<file path="config.mk">
export PLATFORM = sky130hd
export DESIGN_NAME = rx_compand_expander
export DESIGN_NICKNAME = d
export VERILOG_FILES = /design/src/rtl/rx_compand_pkg.sv /design/src/rtl/mulaw_expand.sv /design/src/rtl/alaw_expand.sv /design/src/rtl/word_justify.sv /design/src/rtl/rx_compand_expander.sv
export SDC_FILE = /design/constraint.sdc
export NUM_CORES = 1
export LEC_CHECK = 0
export BUFFER_PORTS_ARGS = -buffer_cell sky130_fd_sc_hd__buf_4
export CAP_MARGIN = 10
export CORE_UTILIZATION = 40
export DETAILED_ROUTE_END_ITERATION = 6
export GPL_TIMING_DRIVEN = 0
export PLACE_DENSITY = 0.55
export SLEW_MARGIN = 15
export SYNTH_ARGS = -nofsm -noshare
export SYNTH_HDL_FRONTEND = slang
export SYNTH_HIERARCHICAL = 1
export SYNTH_SLANG_ARGS = --single-unit
</file>
<file path="constraint.sdc">
create_clock -name clk -period 1.4 [get_ports clk]
set_input_delay 0 -clock clk [delete_from_list [all_inputs] [get_ports clk]]
set_output_delay 0 -clock clk [all_outputs]
set_load 0.03 [all_outputs]
</file>
<file path="src/rtl/rx_compand_pkg.sv">
package rx_compand_pkg;

    localparam int CODE_W = 8;
    localparam int CONT_W = 16;
    localparam int WORD_W = 2 * CONT_W;
    localparam int MU_W   = 14;
    localparam int AL_W   = 13;

    typedef enum logic [1:0] {
        CM_RAW_A = 2'b00,
        CM_RAW_B = 2'b01,
        CM_MULAW = 2'b10,
        CM_ALAW  = 2'b11
    } cmode_e;

    typedef enum logic [1:0] {
        JU_LOW_ZERO = 2'b00,
        JU_LOW_SIGN = 2'b01,
        JU_HIGH     = 2'b10,
        JU_RSVD     = 2'b11
    } just_e;

    typedef enum logic {
        ST_EMPTY = 1'b0,
        ST_HOLD  = 1'b1
    } hold_state_e;

endpackage

</file>
<file path="src/rtl/mulaw_expand.sv">
module mulaw_expand
    import rx_compand_pkg::*;
(
    input  logic [CODE_W-1:0] code,
    output logic [CONT_W-1:0] container
);
    localparam int PAD_W = CONT_W - MU_W;
    localparam logic [MU_W-1:0] BIAS = MU_W'(33);

    logic [CODE_W-1:0] inv;
    logic [2:0]        seg;
    logic [3:0]        mant;
    logic [MU_W-1:0]   base;
    logic [MU_W-1:0]   mag;
    logic [MU_W-1:0]   lin;

    always_comb begin
        inv  = ~code;
        seg  = inv[6:4];
        mant = inv[3:0];
        base = MU_W'({mant, 1'b0}) + BIAS;
        mag  = (base << seg) - BIAS;
        lin  = inv[7] ? (~mag + MU_W'(1)) : mag;
        container = {lin, {PAD_W{1'b0}}};
    end
endmodule

</file>
<file path="src/rtl/alaw_expand.sv">
module alaw_expand
    import rx_compand_pkg::*;
(
    input  logic [CODE_W-1:0] code,
    output logic [CONT_W-1:0] container
);
    localparam int PAD_W = CONT_W - AL_W;
    localparam logic [CODE_W-1:0] TOGGLE = 8'h55;

    logic [CODE_W-1:0] dec;
    logic [2:0]        seg;
    logic [AL_W-1:0]   step;
    logic [AL_W-1:0]   mag;
    logic [AL_W-1:0]   lin;

    always_comb begin
        dec  = code ^ TOGGLE;
        seg  = dec[6:4];
        step = AL_W'({dec[3:0], 1'b1});
        if (seg == 3'd0)
            mag = step;
        else
            mag = (step + AL_W'(32)) << (seg - 3'd1);
        lin = dec[7] ? mag : (~mag + AL_W'(1));
        container = {lin, {PAD_W{1'b0}}};
    end
endmodule

</file>
<file path="src/rtl/word_justify.sv">
module word_justify
    import rx_compand_pkg::*;
(
    input  logic              raw,
    input  logic [CODE_W-1:0] code,
    input  logic [CONT_W-1:0] container,
    input  logic [1:0]        just,
    output logic [WORD_W-1:0] word,
    output logic              err
);
    localparam int RAW_PAD = WORD_W - CODE_W;

    always_comb begin
        word = '0;
        err  = 1'b0;
        unique case (just_e'(just))
            JU_LOW_ZERO: word = raw ? {{RAW_PAD{1'b0}}, code}
                                    : {{CONT_W{1'b0}}, container};
            JU_LOW_SIGN: word = raw ? {{RAW_PAD{code[CODE_W-1]}}, code}
                                    : {{CONT_W{container[CONT_W-1]}}, container};
            JU_HIGH:     word = raw ? {code, {RAW_PAD{1'b0}}}
                                    : {container, {CONT_W{1'b0}}};
            JU_RSVD: begin
                word = '0;
                err  = 1'b1;
            end
        endcase
    end
endmodule

</file>
<file path="src/rtl/rx_compand_expander.sv">
module rx_compand_expander
    import rx_compand_pkg::*;
#(
    parameter int ELEM_W = 16
) (
    input  logic              clk,
    input  logic              rst_n,
    input  logic [1:0]        cfg_mode,
    input  logic [1:0]        cfg_just,
    input  logic              elem_valid,
    output logic              elem_ready,
    input  logic [ELEM_W-1:0] elem_data,
    output logic              word_valid,
    input  logic              word_ready,
    output logic [31:0]       word_data,
    output logic              word_err
);
    logic [CODE_W-1:0] code;
    logic [CONT_W-1:0] mu_cont, al_cont, sel_cont;
    logic [WORD_W-1:0] next_word;
    logic              next_err, is_raw, accept;
    logic [1:0]        held_mode, held_just;
    hold_state_e       state, state_nx;

    assign code = elem_data[CODE_W-1:0];

    mulaw_expand u_mu (.code(code), .container(mu_cont));
    alaw_expand  u_al (.code(code), .container(al_cont));

    always_comb begin
        is_raw   = 1'b0;
        sel_cont = '0;
        unique case (cmode_e'(cfg_mode))
            CM_RAW_A, CM_RAW_B: is_raw = 1'b1;
            CM_MULAW:           sel_cont = mu_cont;
            CM_ALAW:            sel_cont = al_cont;
        endcase
    end

    word_justify u_just (
        .raw(is_raw), .code(code), .container(sel_cont),
        .just(cfg_just), .word(next_word), .err(next_err)
    );

    // outputs of the controller
    always_comb begin
        elem_ready = 1'b1;
        word_valid = 1'b0;
        unique case (state)
            ST_EMPTY: begin
                elem_ready = 1'b1;
                word_valid = 1'b0;
            end
            ST_HOLD: begin
                elem_ready = word_ready;
                word_valid = 1'b1;
            end
        endcase
    end

    assign accept = elem_valid && elem_ready;

    // next-state: load, drain, reload, stall
    always_comb begin
        state_nx = state;
        unique case (state)
            ST_EMPTY: if (accept) state_nx = ST_HOLD;
            ST_HOLD:  if (word_ready && !accept) state_nx = ST_EMPTY;
        endcase
    end

    // state register
    always_ff @(posedge clk or negedge rst_n) begin
        if (!rst_n) state <= ST_EMPTY;
        else        state <= state_nx;
    end

    // result register
    always_ff @(posedge clk or negedge rst_n) begin
        if (!rst_n) begin
            word_data <= '0;
            word_err  <= 1'b0;
            held_mode <= 2'b00;
            held_just <= 2'b00;
        end else if (accept) begin
            word_data <= next_word;
            word_err  <= next_err;
            held_mode <= cfg_mode;
            held_just <= cfg_just;
        end
    end
endmodule

</file>
==> out/metrics.cfg <==
[pwr]
switchingPower_w=0.00167
cellPowerDensity_nw_per_um2=757
p_int_w=0.00259
power.leakage_nw=2.53
ir_drop_v=0.000349
power_frac_clock_pct=17.7
seqPwrFrac_pct=27.3
pwr-share-comb_pct=55.0
p_sw_share_pct=39.3

[synthesis]
synthTopCellsByArea=dfrtp_1, mux2_4, mux2i_1
netlist_area_um2=4100
synth_area_leader_cell=dfrtp_1
synth_edf_count=0
synth_cell_types=80
synth_top_area_share_pct=20.8
synth-seq-cells=34
yosysWarnings=6
postSynthCellCount=457
syn_area_per_cell_um2=8.97
synth-main-ff-cell=dfrtp_1
yosysSeqAreaShare_pct=20.8
synthArstFlopShare_pct=100

[placed_design]
dp_hpwl_mm=8.70
pre_cts_ws_ns=-2.31
placement.io_buffers=48
gp_congestion=0.862
placed_area_um2=4760

[floorplanning]
rows=36
die_w_um=103
fp.coreArea_um2=9860
ioPinCount=59
fp.dieArea_um2=10700
start_util_pct=41.6
die_y_um=103

[cts]
cts_root_buf=clkbuf_8
numCtsBuffers=5
htree_levels=2
clkSinkCount=34
path_clk_slew_ns=0.07
clock_latency_ns=0.28
clk_path_buf_depth=2
cts_tree=built

[worst_setup_path]
cp.arrival_ns=3.17
cp-start-kind=primary input
cp_max_fo=7
crit_required_ns=1.57
worst-setup-path-type=in -> reg
crit_path_end_kind=flop

[run]
max_cap_violations=0

[layout]
final_area_um2=5620
syn2layout_area_growth_pct=37.2
antenna_cells=0
fin_util_pct=57.0
nets=593
layout-drive-gt1-share_pct=46.1

[grt]
antenna_found_initial=0
first_global_vias=3617
grt_overflow=0
grt_max_degree=35
grt_pass1_wl_mm=18.4
grtUsageTotal_pct=22.7

[routing]
vias=3718
ant_nets=0
drt-initial-drc-count=106
wl_per_cell_um=17.2
first_pass_iters=4
drc_errors=0
vias_per_cell=5.35
wirelength_mm=11.9

[timing]
hold_slack_ns=0.102
clock.fmax_mhz=334
worst_slew_pin_slew_ns=0.542
maxSlewHeadroom_pct=63.9
hold_viol_final=0
clock_skew_ns=0.00665
fin_tns_setup_ns=-39.84
finalWorstSetupSlack_ns=-1.60
fin_crit_sh_pct=214
layout_min_cycle_time_ns=3.00
final-setup-viol-count=29
maxSlewViolCount=0
grt_setup_unrepaired=yes

[status]
violations=negative setup slack
status=finished with violations

[hold_path]
hold_class=in -> reg

flip-flops by register name, indices dropped and copies added (netlist names):
name       flops
word_err       1
state          1
word_data     32
through the flow:
stage	total power (W)	instances
2_1_floorplan	0.00260	460
5_1_grt	0.00451	695
6_report	0.00426	695
3_3_place_gp	0.00313	641
3_5_place_dp	0.00315	641
4_1_cts	0.00417	686
worst max-delay path: stages:
cell and delay (ns):
buf_12 0.08, buf_8 0.08, buf_6 0.09, inv_4 0.03, ha_4 0.26, buf_6 0.11
a2111oi_4 0.03, or3_4 0.40, inv_4 0.07, ha_4 0.12, o21a_1 0.13, o31a_1 0.15
o21ai_2 0.08, o31ai_4 0.29, xor2_1 0.11, mux2i_1 0.19, nor2_2 0.09, mux2i_4 0.29
buf_6 0.19, o22ai_4 0.07, mux2_4 0.27
logic make-up (layout without fill, tap and decap cells):
kind of cell / Yosys count / count (layout) / share of synthesized area (%)
and+or+nand+nor: 140 / 140 / 19.2
AOI/OAI and AO/OA: 124 / 124 / 22.1
buffers and inverters: 55 / 157 / 8.73
adders and majority gates: 8 / 8 / 2.44
other: 2 / 5 / 0.183
DFF: 34 / 34 / 20.8
muxes: 67 / 67 / 20.8
xor gates and xnor gates: 27 / 27 / 5.77
final timing paths:
path / to / depth (start not counted) / slack, ns / start
worst max register to register: word_data[6]$_DFFE_PN0P_ / 4 / 0.18 / state$_DFF_PN0_
min in group asynchronous: word_data[29]$_DFFE_PN0P_ / 2 / 0.20 / rst_n
worst max-delay path: word_data[19]$_DFFE_PN0P_ / 21 / -1.60 / elem_data[4]
worst min register to register: word_data[6]$_DFFE_PN0P_ / 1 / 0.51 / word_data[6]$_DFFE_PN0P_
max in group asynchronous: state$_DFF_PN0_ / 2 / 0.87 / rst_n
worst min-delay path: word_data[12]$_DFFE_PN0P_ / 3 / 0.10 / cfg_just[1]
metal layers:
metal  part of all wire, %  GRT usage (%)
met2                    50           41.2
met3                   4.2           1.41
met1                    43           28.7
met5                     0              0
met4                   1.9           7.48
layout make-up:
type	count	area, µm²
fill	865	4240
tap	133	166
inverter	13	66.3
timing repair buffer	94	797
buffer	42	360
clock inverter	2	12.5
sequential	34	852
clock buffer	6	82.6
multi-input combinational	371	3290
placed cells by master (no fill, tap or decap), types with 5 or more instances in the layout:
master,n
a21oi_1,28
a21oi_2,9
buf_12,7
buf_2,9
buf_4,88
buf_6,16
clkbuf_1,5
clkbuf_8,7
conb_1,5
dfrtp_1,33
inv_1,5
mux2_4,32
mux2i_1,25
nand2_1,25
nand2b_1,24
nand3_1,5
nor2_1,31
nor2b_1,5
o211ai_1,5
o21ai_0,12
o22ai_1,6
o22ai_2,12
xnor2_1,14
xor2_1,9
power groups by stage:
stage / sequential (W) / combinational, W / clock, W
global route: 0.00118 / 0.00251 / 0.000821
global placement: 0.00118 / 0.00195 / 0
detailed placement: 0.00118 / 0.00197 / 0
floorplan: 0.00139 / 0.00121 / 0
finish: 0.00116 / 0.00234 / 0.000752
CTS: 0.00116 / 0.00223 / 0.000774
synth_stat cells (5+ instances only):
library cell	number
a21oi_1	35
buf_2	13
buf_4	8
buf_6	7
clkbuf_1	8
dfrtp_1	34
ha_1	8
inv_1	10
mux2_2	5
mux2_4	31
mux2i_1	28
nand2_1	28
nand2b_1	25
nand3_1	6
nor2_1	36
nor2b_1	5
o211ai_1	5
o21ai_0	16
o22ai_1	10
o22ai_2	10
xnor2_1	17
xor2_1	10
what timing repair did:
| item | CTS | global route |
|---|---|---|
| endpoints found under the hold margin | 35 | 0 |
| pin swaps | 29 | 22 |
| cloned | 1 | 0 |
| buffers inserted | 34 | 11 |
| setup endpoints to repair | 30 | 30 |
| hold buffers | 2 | 0 |
| gates resized for setup | 67 | 25 |
Note: power is estimated with default switching activity, not from simulation.
